**src/rtl/mdio_pkg.sv**
```systemverilog
package mdio_pkg;
    typedef enum logic [1:0] {ST_IDLE, ST_SHIFT, ST_TAIL} mdio_state_e;

    localparam int FRAME_BITS = 64;
    localparam int TA_IDX     = 46;
    localparam int DATA_IDX   = 48;

    localparam int PHY_LSB    = 16;
    localparam int REG_LSB    = 21;
    localparam int OP_BIT     = 26;
    localparam int VALID_BIT  = 27;
    localparam int BUSY_BIT   = 28;
    localparam int DONE_BIT   = 4;

    localparam logic [7:0] OFS_CMD   = 8'h00;
    localparam logic [7:0] OFS_CAUSE = 8'h7C;
    localparam logic [7:0] OFS_MASK  = 8'h80;
endpackage

```
**src/rtl/mdio_clkgen.sv**
```systemverilog
module mdio_clkgen #(
    parameter int HALF_DIV = 2
) (
    input  logic clk,
    input  logic rst_n,
    input  logic run,
    output logic mdc,
    output logic rise_stb,
    output logic fall_stb
);
    localparam int CW = (HALF_DIV > 1) ? $clog2(HALF_DIV) : 1;
    localparam logic [CW-1:0] LAST = CW'(HALF_DIV - 1);

    logic [CW-1:0] cnt;

    always_ff @(posedge clk or negedge rst_n) begin
        if (!rst_n) begin
            cnt <= '0;
            mdc <= 1'b0;
        end else if (!run) begin
            cnt <= '0;
            mdc <= 1'b0;
        end else if (cnt == LAST) begin
            cnt <= '0;
            mdc <= ~mdc;
        end else begin
            cnt <= cnt + 1'b1;
        end
    end

    always_comb begin
        rise_stb = run && (cnt == LAST) && !mdc;
        fall_stb = run && (cnt == LAST) && mdc;
    end


    mdc_run_chk: assert property (@(posedge clk) disable iff (!rst_n)
        $rose(mdc) |-> $past(run));
endmodule

```
**src/rtl/mdio_frame_fsm.sv**
```systemverilog
module mdio_frame_fsm
    import mdio_pkg::*;
(
    input  logic        clk,
    input  logic        rst_n,
    input  logic        start,
    input  logic        start_rd,
    input  logic [4:0]  start_phy,
    input  logic [4:0]  start_reg,
    input  logic [15:0] start_wdata,
    input  logic        rise_stb,
    input  logic        fall_stb,
    input  logic        mdio_in,
    output logic        run,
    output logic        mdio_out,
    output logic        mdio_oe,
    output logic        done,
    output logic [15:0] rd_data
);
    localparam int IW = $clog2(FRAME_BITS);
    localparam logic [IW-1:0] LAST_IDX = IW'(FRAME_BITS - 1);

    mdio_state_e          state, next_state;
    logic [FRAME_BITS-1:0] shreg;
    logic [IW-1:0]         bit_idx;
    logic                  rd_op;

    always_ff @(posedge clk or negedge rst_n) begin
        if (!rst_n) state <= ST_IDLE;
        else        state <= next_state;
    end

    always_comb begin
        next_state = state;
        unique case (state)
            ST_IDLE:  if (start) next_state = ST_SHIFT;
            ST_SHIFT: if (rise_stb && bit_idx == LAST_IDX) next_state = ST_TAIL;
            ST_TAIL:  if (fall_stb) next_state = ST_IDLE;
            default:  next_state = ST_IDLE;
        endcase
    end

    always_ff @(posedge clk or negedge rst_n) begin
        if (!rst_n) begin
            shreg   <= '0;
            bit_idx <= '0;
            rd_op   <= 1'b0;
            rd_data <= '0;
        end else if (state == ST_IDLE) begin
            if (start) begin
                shreg   <= {32'hFFFF_FFFF, 2'b01, (start_rd ? 2'b10 : 2'b01),
                            start_phy, start_reg, 2'b10, start_wdata};
                bit_idx <= '0;
                rd_op   <= start_rd;
                rd_data <= '0;
            end
        end else if (state == ST_SHIFT) begin
            if (rise_stb && rd_op && bit_idx >= IW'(DATA_IDX))
                rd_data <= {rd_data[14:0], mdio_in};
            if (fall_stb) begin
                shreg   <= shreg << 1;
                bit_idx <= bit_idx + 1'b1;
            end
        end
    end

    always_comb begin
        run      = (state != ST_IDLE);
        mdio_out = shreg[FRAME_BITS-1];
        mdio_oe  = run && !(rd_op && bit_idx >= IW'(TA_IDX));
        done     = (state == ST_TAIL) && fall_stb;
    end


    bit_hold_chk: assert property (@(posedge clk) disable iff (!rst_n)
        (state == ST_SHIFT && $past(state) == ST_SHIFT && !$past(fall_stb))
        |-> $stable(mdio_out));
endmodule

```
**src/rtl/mdio_cmd_master.sv**
```systemverilog
module mdio_cmd_master
    import mdio_pkg::*;
#(
    parameter int HALF_DIV = 2
) (
    input  logic        clk,
    input  logic        rst_n,
    input  logic        reg_wr,
    input  logic [7:0]  reg_addr,
    input  logic [31:0] reg_wdata,
    output logic [31:0] reg_rdata,
    output logic        irq,
    output logic        mdc,
    output logic        mdio_out,
    output logic        mdio_oe,
    input  logic        mdio_in
);
    logic [15:0] c_data;
    logic [4:0]  c_phy, c_reg;
    logic        c_rd, c_valid, c_busy;
    logic        cause_done, mask_done;
    logic        start, run, rise_stb, fall_stb, done;
    logic [15:0] fsm_rd_data;

    assign start = reg_wr && (reg_addr == OFS_CMD) && !c_busy;

    mdio_clkgen #(.HALF_DIV(HALF_DIV)) clkgen_i (
        .clk(clk), .rst_n(rst_n), .run(run),
        .mdc(mdc), .rise_stb(rise_stb), .fall_stb(fall_stb)
    );

    mdio_frame_fsm fsm_i (
        .clk(clk), .rst_n(rst_n), .start(start),
        .start_rd(reg_wdata[OP_BIT]),
        .start_phy(reg_wdata[PHY_LSB +: 5]),
        .start_reg(reg_wdata[REG_LSB +: 5]),
        .start_wdata(reg_wdata[15:0]),
        .rise_stb(rise_stb), .fall_stb(fall_stb), .mdio_in(mdio_in),
        .run(run), .mdio_out(mdio_out), .mdio_oe(mdio_oe),
        .done(done), .rd_data(fsm_rd_data)
    );

    always_ff @(posedge clk or negedge rst_n) begin
        if (!rst_n) begin
            c_data  <= '0;
            c_phy   <= '0;
            c_reg   <= '0;
            c_rd    <= 1'b0;
            c_valid <= 1'b0;
            c_busy  <= 1'b0;
        end else if (start) begin
            c_data  <= reg_wdata[15:0];
            c_phy   <= reg_wdata[PHY_LSB +: 5];
            c_reg   <= reg_wdata[REG_LSB +: 5];
            c_rd    <= reg_wdata[OP_BIT];
            c_valid <= 1'b0;
            c_busy  <= 1'b1;
        end else if (done) begin
            c_busy <= 1'b0;
            if (c_rd) begin
                c_data  <= fsm_rd_data;
                c_valid <= 1'b1;
            end
        end
    end

    always_ff @(posedge clk or negedge rst_n) begin
        if (!rst_n) begin
            cause_done <= 1'b0;
            mask_done  <= 1'b0;
        end else begin
            if (reg_wr && reg_addr == OFS_CAUSE)
                cause_done <= (cause_done & reg_wdata[DONE_BIT]) | done;
            else if (done)
                cause_done <= 1'b1;
            if (reg_wr && reg_addr == OFS_MASK)
                mask_done <= reg_wdata[DONE_BIT];
        end
    end

    always_comb begin
        irq = cause_done & mask_done;
        reg_rdata = '0;
        case (reg_addr)
            OFS_CMD:   reg_rdata = {3'b000, c_busy, c_valid, c_rd, c_reg, c_phy, c_data};
            OFS_CAUSE: reg_rdata[DONE_BIT] = cause_done;
            OFS_MASK:  reg_rdata[DONE_BIT] = mask_done;
            default:   reg_rdata = '0;
        endcase
    end


    launch_chk: assert property (@(posedge clk) disable iff (!rst_n)
        start |=> (c_busy && !c_valid));

    valid_on_end_chk: assert property (@(posedge clk) disable iff (!rst_n)
        $rose(c_valid) |-> $fell(c_busy));

    busy_ignore_chk: assert property (@(posedge clk) disable iff (!rst_n)
        (c_busy && reg_wr && reg_addr == OFS_CMD) |=> $stable({c_phy, c_reg, c_rd}));

    cause_set_chk: assert property (@(posedge clk) disable iff (!rst_n)
        done |=> cause_done);
endmodule

```
**config.mk**
```make
export PLATFORM = sky130hd
export DESIGN_NAME = mdio_cmd_master
export DESIGN_NICKNAME = d
export VERILOG_FILES = /design/src/rtl/mdio_pkg.sv /design/src/rtl/mdio_clkgen.sv /design/src/rtl/mdio_frame_fsm.sv /design/src/rtl/mdio_cmd_master.sv
export SDC_FILE = /design/constraint.sdc
export NUM_CORES = 1
export LEC_CHECK = 0
export BUFFER_PORTS_ARGS = -buffer_cell sky130_fd_sc_hd__buf_2
export CORE_ASPECT_RATIO = 0.8
export CORE_UTILIZATION = 30
export CTS_BUF_LIST = sky130_fd_sc_hd__clkbuf_8
export DETAILED_ROUTE_END_ITERATION = 8
export PLACE_DENSITY = 0.49
export SLEW_MARGIN = 20
export SYNTH_ARGS = -nofsm -noshare
export SYNTH_HDL_FRONTEND = slang
export SYNTH_HIERARCHICAL = 1
export SYNTH_SLANG_ARGS = --single-unit
export TNS_END_PERCENT = 20
```
**constraint.sdc**
```tcl
create_clock -name clk -period 6.2 [get_ports clk]
set_input_delay 0.31 -clock clk [delete_from_list [all_inputs] [get_ports clk]]
set_output_delay 0.31 -clock clk [all_outputs]
set_load 0.02 [all_outputs]
```
Yosys cells after proc, flatten, opt, wreduce, memory -nomap -nowiden

Cells that the tools add are included.

Flip-flop bits (word level): 122
Input bits: 44
Output and inout port bits: 36
Logic and storage cells: 96

$add $sub $neg: 2
Magnitude comparators: 2
Eq/ne operators: 9
Multiplexer cells: 34
Bitwise logic cells: 4
Reduce and logical (&&, ||, !) cells: 30

Operators by type and width:

| kind                                                     | count |
|---|---|
| 2-to-1 mux 64 bit                                        | 4 |
| 2-to-1 mux 16 bit                                        | 7 |
| 2-to-1 mux 24 bit                                        | 1 |
| 2-to-1 mux 6 bit                                         | 4 |
| nonzero test 2 bit                                       | 7 |
| logical AND 1 bit                                        | 13 |
| greater-or-equal comparator 6 bit, second input constant | 2 |
| 2-to-1 mux 1 bit                                         | 11 |
| AND reduction 3 bit                                      | 3 |
| == test 8 x 7 -> 1 bit, second input constant            | 1 |
| == test 8 bit, second input constant                     | 1 |
| zero test 8 bit                                          | 1 |
| 2-to-1 mux 2 bit                                         | 4 |
| adder 6 x 1 -> 6 bit, second input constant              | 1 |
| == test 6 bit, second input constant                     | 1 |
| inequality test 2 x 1 -> 1 bit, second input constant    | 3 |
| one-hot mux 2 bit (3 select lines)                       | 1 |
| 2-to-1 mux 4 bit                                         | 1 |
| AND reduction 2 bit                                      | 2 |
| zero test 1 bit                                          | 3 |
| one-hot mux 1 bit (3 select lines)                       | 1 |
| bitwise AND 1 bit                                        | 2 |
| == test 2 x 1 -> 1 bit, second input constant            | 1 |
| == test 2 bit, second input constant                     | 1 |
| 5 further kinds                                          | 5 |

Logic depth before layout (Yosys ltp)

Gate-level depths: netlist of run 1.

Depth in word-level cells: 8
Mapped depth: 10
Mapped depth without buffers: 8

Modules after synthesis

The synthesis of run 1 kept the hierarchy.

Modules (own cells, without submodules):

| module          | times used | cells an instance | area each (µm²) | sequential area each (µm²) |
|---|---|---|---|---|
| mdio_frame_fsm  | 1          | 318               | 3819.9          | 2227.1 |
| mdio_cmd_master | 1          | 139               | 1731.7          | 775.7 |
| mdio_clkgen     | 1          | 8                 | 88.8            | 50.0 |

Least setup slack after synthesis of run 1

Ideal clock, no wire load.

Path type: register to register
From: register fsm_i.state[0]
To: register c_data[10]
Setup time: 0.125 ns
Data arrival time: 2.238 ns
Setup slack: 3.837 ns
Cell stages (with the launch flop): 11
Buffers on the path: 2
Clock period less this slack: 2.363 ns
Path through: dfrtp_1 > buf_6 > nor2_4 > inv_1 > and3_2 > inv_1 > nor2_1 > nand2_1 > buf_2 > mux2_2 > mux2_4

Cells in the longest elaborated chain, start to end: 6

Ends and longest elaborated chain:

| element                         | line                  | source |
|---|---|---|
| from (decl)                     | mdio_frame_fsm.sv:23  | `mdio_state_e state, next_state;` |
| from (signal assigned)          | mdio_frame_fsm.sv:30  | `else state <= next_state;` |
| nonzero test 2 bit              | mdio_frame_fsm.sv:68  | `run = (state != ST_IDLE);` |
| named net run                   | mdio_cmd_master.sv:22 | `logic start, run, rise_stb, fall_stb, done;` |
| logical AND 1 bit (2 in series) | mdio_clkgen.sv:33     | `fall_stb = run && (cnt == LAST) && mdc;` |
| named net fall_stb              | mdio_cmd_master.sv:22 |  |
| logical AND 1 bit               | mdio_frame_fsm.sv:71  | `done = (state == ST_TAIL) && fall_stb;` |
| named net done                  | mdio_cmd_master.sv:22 |  |
| nonzero test 2 bit (no line)    | --                    |  |
| AND reduction 2 bit (no line)   | --                    |  |
| to (signal assigned)            | mdio_cmd_master.sv:52 | `c_data <= reg_wdata[15:0];` |
| to (signal assigned)            | mdio_cmd_master.sv:61 | `c_data <= fsm_rd_data;` |
| to (decl)                       | mdio_cmd_master.sv:18 | `logic [15:0] c_data;` |

The timed path passes the listed nets, and every way through them passes these cells.
A chain may end at the register's enable or synchronous reset.

Final worst setup path of run 1

From: register fsm_i.state[0]
To: register c_data[12]

Same word-level chain as after synthesis.

==> results of run 1 <==
-- kinds of logic (layout without fill, tap and decap cells) --
| family | after synthesis | count (layout) | share of synthesized area |
|---|---|---|---|
| muxes | 87 | 87 | 0.171 |
| AOI/OAI and AO/OA | 84 | 84 | 0.104 |
| DFF | 122 | 122 | 0.541 |
| and+or+nand+nor | 119 | 119 | 0.128 |
| other | 1 | 3 | 0.000665 |
| xor gates and xnor gates | 1 | 1 | 0.00155 |
| buffers and inverters | 50 | 122 | 0.0506 |
| adders and majority gates | 1 | 1 | 0.00222 |
-- how the worst max path moves through the flow --
stage	depth (start not counted)	to	startpoint	slack, ns
4_1_cts	8	c_data[12]	fsm_i/state[0]	2.55
3_5_place_dp	8	c_data[9]	fsm_i/state[0]	2.57
2_1_floorplan	10	c_data[10]	fsm_i/state[0]	3.84
3_3_place_gp	8	c_data[8]	fsm_i/state[0]	2.61
6_report	8	c_data[12]	fsm_i/state[0]	2.61
5_1_grt	8	c_data[15]	fsm_i/state[0]	2.33
-- power by group --
group / switching, mW / internal [mW] / total [mW]
registers: 0.106 / 0.971 / 1.08
clock network: 0.298 / 0.379 / 0.677
logic: 0.283 / 0.222 / 0.505
-- final cells by class --
class,count,area share
clock buffers,20,0.0422
clock inverters,10,0.0155
inverters,14,0.00825
multi-input cells,295,0.354
flip-flops and latches,122,0.468
well taps,253,0.0485
repair buffers,78,0.0633
-- routing by layer --
| layer | vias up | wire, um | part of all wire | global-route usage |
|---|---|---|---|---|
| met2 | 66 | 5470 | 0.44 | 0.196 |
| met3 | 8 | 441 | 0.036 | 0.0421 |
| met4 | 0 | 110 | 0.0089 | 0.0473 |
| met5 | - | 0 | 0 | 0 |
| met1 | 1902 | 6310 | 0.51 | 0.196 |
| li1 | 1800 | - | - | - |
-- through the flow --
stage | cells | util | total power [mW]
after floorplan | 467 | - | 1.48
after global placement | 761 | 0.336 | 1.58
after detailed placement | 761 | 0.336 | 1.60
after CTS | 792 | 0.357 | 2.29
after global routing | 792 | 0.357 | 2.40
final | 792 | 0.357 | 2.26
-- cells in the mapped netlist (all sizes together), types with 2 or more instances --
cell type,n,area share
dfrtp,122,0.54
buf,26,0.034
mux2i,37,0.066
nor3,4,0.0035
a21oi,6,0.0053
a22o,4,0.0062
nor4,2,0.0075
and2,2,0.0022
nand2b,5,0.0055
nand3,31,0.030
o22a,34,0.053
o41ai,2,0.0031
inv,13,0.0087
and3,29,0.032
nand2,17,0.013
or3,3,0.0033
nand4,3,0.0033
o21ai,33,0.029
nor2,14,0.012
mux2,50,0.11
clkbuf,10,0.0067
nand4b,2,0.0031
-- worst register-to-register path, cell delays in order (launching register included) --
cell     delay [ns]
dfrtp_1        0.52
nor2_4         0.89
inv_1          0.29
and3_2         0.35
inv_1          0.07
nor2_1         0.09
nand2_1        0.60
mux2_2         0.43
mux2_4         0.25
-- placed cells by master, fill, tap and decap left out, types with 3 or more instances in the layout --
master,count
a21oi_1,6
a22o_1,4
and3_1,28
buf_2,70
buf_4,7
clkbuf_8,20
clkinv_2,7
conb_1,3
dfrtp_1,122
inv_1,14
mux2_1,7
mux2_2,34
mux2_4,9
mux2i_1,37
nand2_1,16
nand2b_1,5
nand3_1,30
nand4_1,3
nor2_1,11
nor3_1,4
o21ai_0,25
o21ai_1,8
o22a_1,34
or3_1,3
==> impl_metrics.tcl, run 1 <==
set metrics [dict create \
    status "completed" \
    avgSynthCellArea_um2 12.1 \
    die_h_um 125 \
    critical_path.top_delay_family "simple AND/OR/NAND/NOR gates" \
    drive_above_1_share 0.302 \
    drv_cap 0 \
    grt_pass1_wl_um 20500 \
    io_pins 80 \
    r2r_cells 8 \
    multi_input_area_um2 2310 \
    fin_ws_ns 2.61 \
    ctsResizeCount 0 \
    rsz0062_at_grt "false" \
    synthesis.area_um2 5640 \
    r2r_start "fsm_i/state[0]" \
    clk_pin_slew_worst_paths_ns 0.07 \
    period_share 0.580 \
    holdWs_ns 0.123 \
    regMostFlops "fsm_i/shreg" \
    cts.sinks 122 \
    hold_class "input pin to register" \
    dpl_worst_slack_ns 2.57 \
    syn_inst 465 \
    synth_cell_type_count 48 \
    hold_viol_final 0 \
    cpPeakStageDelay_ns 0.88 \
    clk_path_buf_depth 2 \
    start_util 0.309 \
    power_density_nw_per_um2 346 \
    critical_path.max_fanout 28 \
    core_um2 18300 \
    drt-total-wl_um 12300 \
    cts.htree.levels 4 \
    antenna_cells 0 \
    reg.largest.list "fsm_i/shreg (64), c_data (16), fsm_i/rd_data (16)" \
    crit_type "register to register" \
    drtIter0Drc 178 \
    n_fill_cell 1870 \
    synth_flop_cell "dfrtp_1" \
    peakVddDrop_v 0.000119 \
    worstMarginPinSlew_ns 1.07 \
    gp_congestion 0.790 \
    grt_pass1_vias 3828 \
    antenna_found_initial 0 \
    async_flop_share 1.00 \
    yosys_warnings 6 \
    hold_path_end "fsm_i/rd_data[0]" \
    leakage_nw 3.12 \
    hold_depth 2 \
    fin_nets 573 \
    die-area_um2 19400 \
    clk-insertion-delay-late_ns 0.42 \
    final-setup-viol-count 0 \
    dr.pass1.iters 4 \
    fin_skew_ns 0.00728 \
    ys_seq_elements 122 \
    min_period_ns 3.59 \
    cpMaxStageDelayCell "nor2_4" \
    tns_ns 0 \
    cpMostUsedCell "inv_1" \
    required_ns 6.51 \
    regToRegEndpoint "c_data[12]" \
    critical_path_arrival_ns 3.90 \
    grt_max_degree 74 \
    drcViolationCount 0 \
    slew_violations 0 \
    cts_setup_buffers 0 \
    grt.total_usage 0.137 \
    final-seq-area_um2 3050 \
    cts_hold_buffers 1 \
    critPathCaptureType "register" \
    vias 3776 \
    cts_buffers 17 \
    start_kind "register" \
    syn2layout_area_growth_pct 15.7 \
    drtAntennaViolNets 0 \
    max_freq_mhz 278 \
    seq_area_frac_synth 0.541 \
    synth_edf_count 0 \
    crit_chain "nor2_4 -> inv_1 -> and3_2 -> inv_1 -> nor2_1 -> nand2_1 -> mux2_2 -> mux2_4" \
    hpwl_um 8020 \
    gr-total-overflow 0 \
    dpl_cell_area_um2 6140 \
    die_w_um 155 \
    fp-row-count 44 \
    avgRoutedWirePerCell_um 15.6 \
    design_area_um2 6530 \
    critPathBufInv 2 \
    rrSetupSlack_ns 2.61 \
    via_per_inst 4.77 \
    cts_tree "done" \
    relSlewSlack 0.284 \
    clockRootBuffer "clkbuf_8" \
    largest_reg_flops 64 \
    hp-start "mdio_in" \
    io_buffers 71 \
]
(Power assumes the default switching activity.)
==> run 2: changes to the inputs <==
ABC_AREA = 1   (was default)
clock period = 3.45 ns   (was 6.2 ns; I/O delays follow)
==> run 2 against run 1 <==
Compared with the run above: combinational power fell by 82%; register-to-register slack got worse by 1.8 ns; routed wire length rose by 10%; first-iteration DRC count fell by 0.56%; clock-buffer cell count fell by 3; critical endpoint is now c_data[0]; utilization rose by 0.50 points; highest routed layer unchanged; clock skew rose by 0.0054 ns; die area rose by 3.3%; critical path type unchanged; largest cell class unchanged; via count rose by 19%; clock power rose by 92%; final cell count rose by 27%.
==> impl_metrics.tcl, run 2 <==
set metrics [dict create \
    placedCellCount 960 \
    max_freq_mhz 384 \
    ctsResizeCount 0 \
    io_pins 80 \
    postLayoutCoreUtil 0.362 \
    drtAntennaViolNets 0 \
    drt-total-wl_um 13600 \
    die-area_um2 20000 \
    synth_edf_count 0 \
    cts_setup_buffers 0 \
    final-seq-area_um2 3050 \
    relSlewSlack 0.415 \
    avgSynthCellArea_um2 8.90 \
    cts_hold_buffers 15 \
    synth_flop_cell "dfrtp_1" \
    core_um2 19000 \
    synth_common_cells "123 x inv_1, 122 x dfrtp_1, 105 x nand2_1" \
    hpwl_um 9090 \
    yosys-top-cells-area "dfrtp_1 52%, inv_1 7.9%, nand2_1 6.8%, a22oi_2 6.0%, nor2_1 5.5%" \
    grt_pass1_wl_um 22600 \
    antenna_cells 0 \
    critPathBufInv 2 \
    critical_path.max_fanout 18 \
    clk-insertion-delay-late_ns 0.44 \
    vias 4498 \
    die_w_um 158 \
    synth_area_leader_cell "dfrtp_1" \
    tns_ns 0 \
    clockRootBuffer "clkbuf_8" \
    critPathCaptureType "register" \
    regMostFlops "fsm_i/shreg" \
    largest_reg_flops 64 \
    yosys_warnings 6 \
    cpMostUsedCell "nor2_1" \
    gr-total-overflow 0 \
    grt_max_degree 68 \
    status "completed" \
    multi_input_area_um2 2070 \
    syn_inst 655 \
    period_share 0.756 \
    seq_area_frac_synth 0.524 \
    hold_viol_final 0 \
    dpl_worst_slack_ns 0.854 \
    cpPeakStageDelay_ns 0.49 \
    critical_path.top_delay_family "simple AND/OR/NAND/NOR gates" \
    synth_mux_area_frac 0 \
    min_period_ns 2.61 \
    clk_path_buf_depth 2 \
    start_util 0.306 \
    io_buffers 71 \
    holdWs_ns 0.0213 \
    cts.sinks 122 \
    antenna_found_initial 0 \
    start_kind "register" \
    slew_violations 0 \
    final-setup-viol-count 0 \
    final_common_cell "inv_1" \
    synth_compound_area_frac 0.164 \
    crit_chain "nor2_4 -> inv_2 -> nand2_1 -> nor2_1 -> inv_1 -> nor3_1 -> nand2_1 -> nand2_2 -> nor2_1 -> nor2_1" \
    cts.htree.levels 4 \
    critical_path_arrival_ns 2.98 \
    synth-xor-area-share 0 \
    fin_skew_ns 0.0127 \
    die_h_um 127 \
    clk_pin_slew_worst_paths_ns 0.08 \
    cts_tree "done" \
    required_ns 3.82 \
    gp_congestion 0.751 \
    via_per_inst 4.47 \
    drive_above_1_share 0.208 \
    drv_cap 0 \
    synth_top_family_by_area "simple AND/OR/NAND/NOR gates" \
    peakVddDrop_v 0.000249 \
    synthAdderAreaFrac 0.00215 \
    ys_seq_elements 122 \
    synth.most_common_cell "inv_1" \
    cts_buffers 17 \
    drtIter0Drc 177 \
    yosys.area_share.simple 0.186 \
    fin_ws_ns 0.843 \
    hold_class "input pin to register" \
    rsz0062_at_grt "false" \
    drcViolationCount 0 \
    synthesis.area_um2 5830 \
    synth_top_area_frac 0.524 \
    worstMarginPinSlew_ns 0.877 \
    reg.largest.list "fsm_i/shreg (64), c_data (16), fsm_i/rd_data (16)" \
    power_density_nw_per_um2 410 \
    syn2layout_area_growth_pct 18.2 \
    avgRoutedWirePerCell_um 13.5 \
    n_fill_cell 1992 \
    fin_nets 781 \
    cpMaxStageDelayCell "dfrtp_1" \
    dr.pass1.iters 4 \
    instances_no_fill 1007 \
    grt_pass1_vias 4489 \
    fp-row-count 45 \
    leakage_nw 3.72 \
    synth_cell_type_count 32 \
    final_cell_mix "124 x inv_1, 122 x dfrtp_1, 105 x nand2_1" \
    grt.total_usage 0.146 \
    crit_type "register to register" \
    rrSetupSlack_ns 0.84 \
    async_flop_share 1.00 \
]
## run 2: final timing paths
kind / start / endpoint / cells past startpoint
max: fsm_i/state[1] / c_data[0] / 10
min: reg_wdata[11] / fsm_i/shreg[11] / 3
max reg2reg: fsm_i/state[1] / c_data[0] / 10
min reg2reg: clkgen_i/cnt / clkgen_i/cnt / 1
max in group asynchronous: rst_n / fsm_i/shreg[24] / 3
min in group asynchronous: rst_n / c_reg[2] / 2
## run 2: tightest hold or removal path: stages
cell and delay (ns):
buf_2 0.09, o211ai_1 0.09, o21ai_0 0.08
## run 2: cell type report
class / instances / area share
timing repair buffer: 93 / 0.0814
tap: 258 / 0.0469
sequential: 122 / 0.443
multi-input combinational: 374 / 0.300
inverter: 128 / 0.0703
clock inverter: 15 / 0.0240
clock buffer: 17 / 0.0340
## run 2: through the flow
step / instance area [um^2] / total power, mW
floorplan: 5840 / 1.48
global placement: 6340 / 1.54
detailed placement: 6340 / 1.54
CTS: 6890 / 2.87
global route: 6890 / 2.93
finish: 6890 / 2.82
## run 2: where the power goes
group,internal (mW),switching [mW],total [mW]
Clock,0.657,0.640,1.30
Combinational,0.0349,0.0582,0.0931
Sequential,1.43,0.00129,1.43
## run 2: per-layer routing
metal | track usage | up-vias | routed length, um
met2 | 0.225 | 61 | 6200
met1 | 0.202 | 2188 | 6850
met5 | 0 | - | 0
met3 | 0.0294 | 11 | 378
met4 | 0.0531 | 0 | 143
li1 | - | 2238 | -
## run 2: kinds of logic (layout without fill, tap and decap cells)
| family | Yosys count | in the layout |
|---|---|---|
| other cells | 1 | 3 |
| simple gates | 241 | 241 |
| fa+ha+maj | 1 | 1 |
| flops | 122 | 122 |
| buf+inv | 161 | 253 |
| compound gates | 129 | 129 |
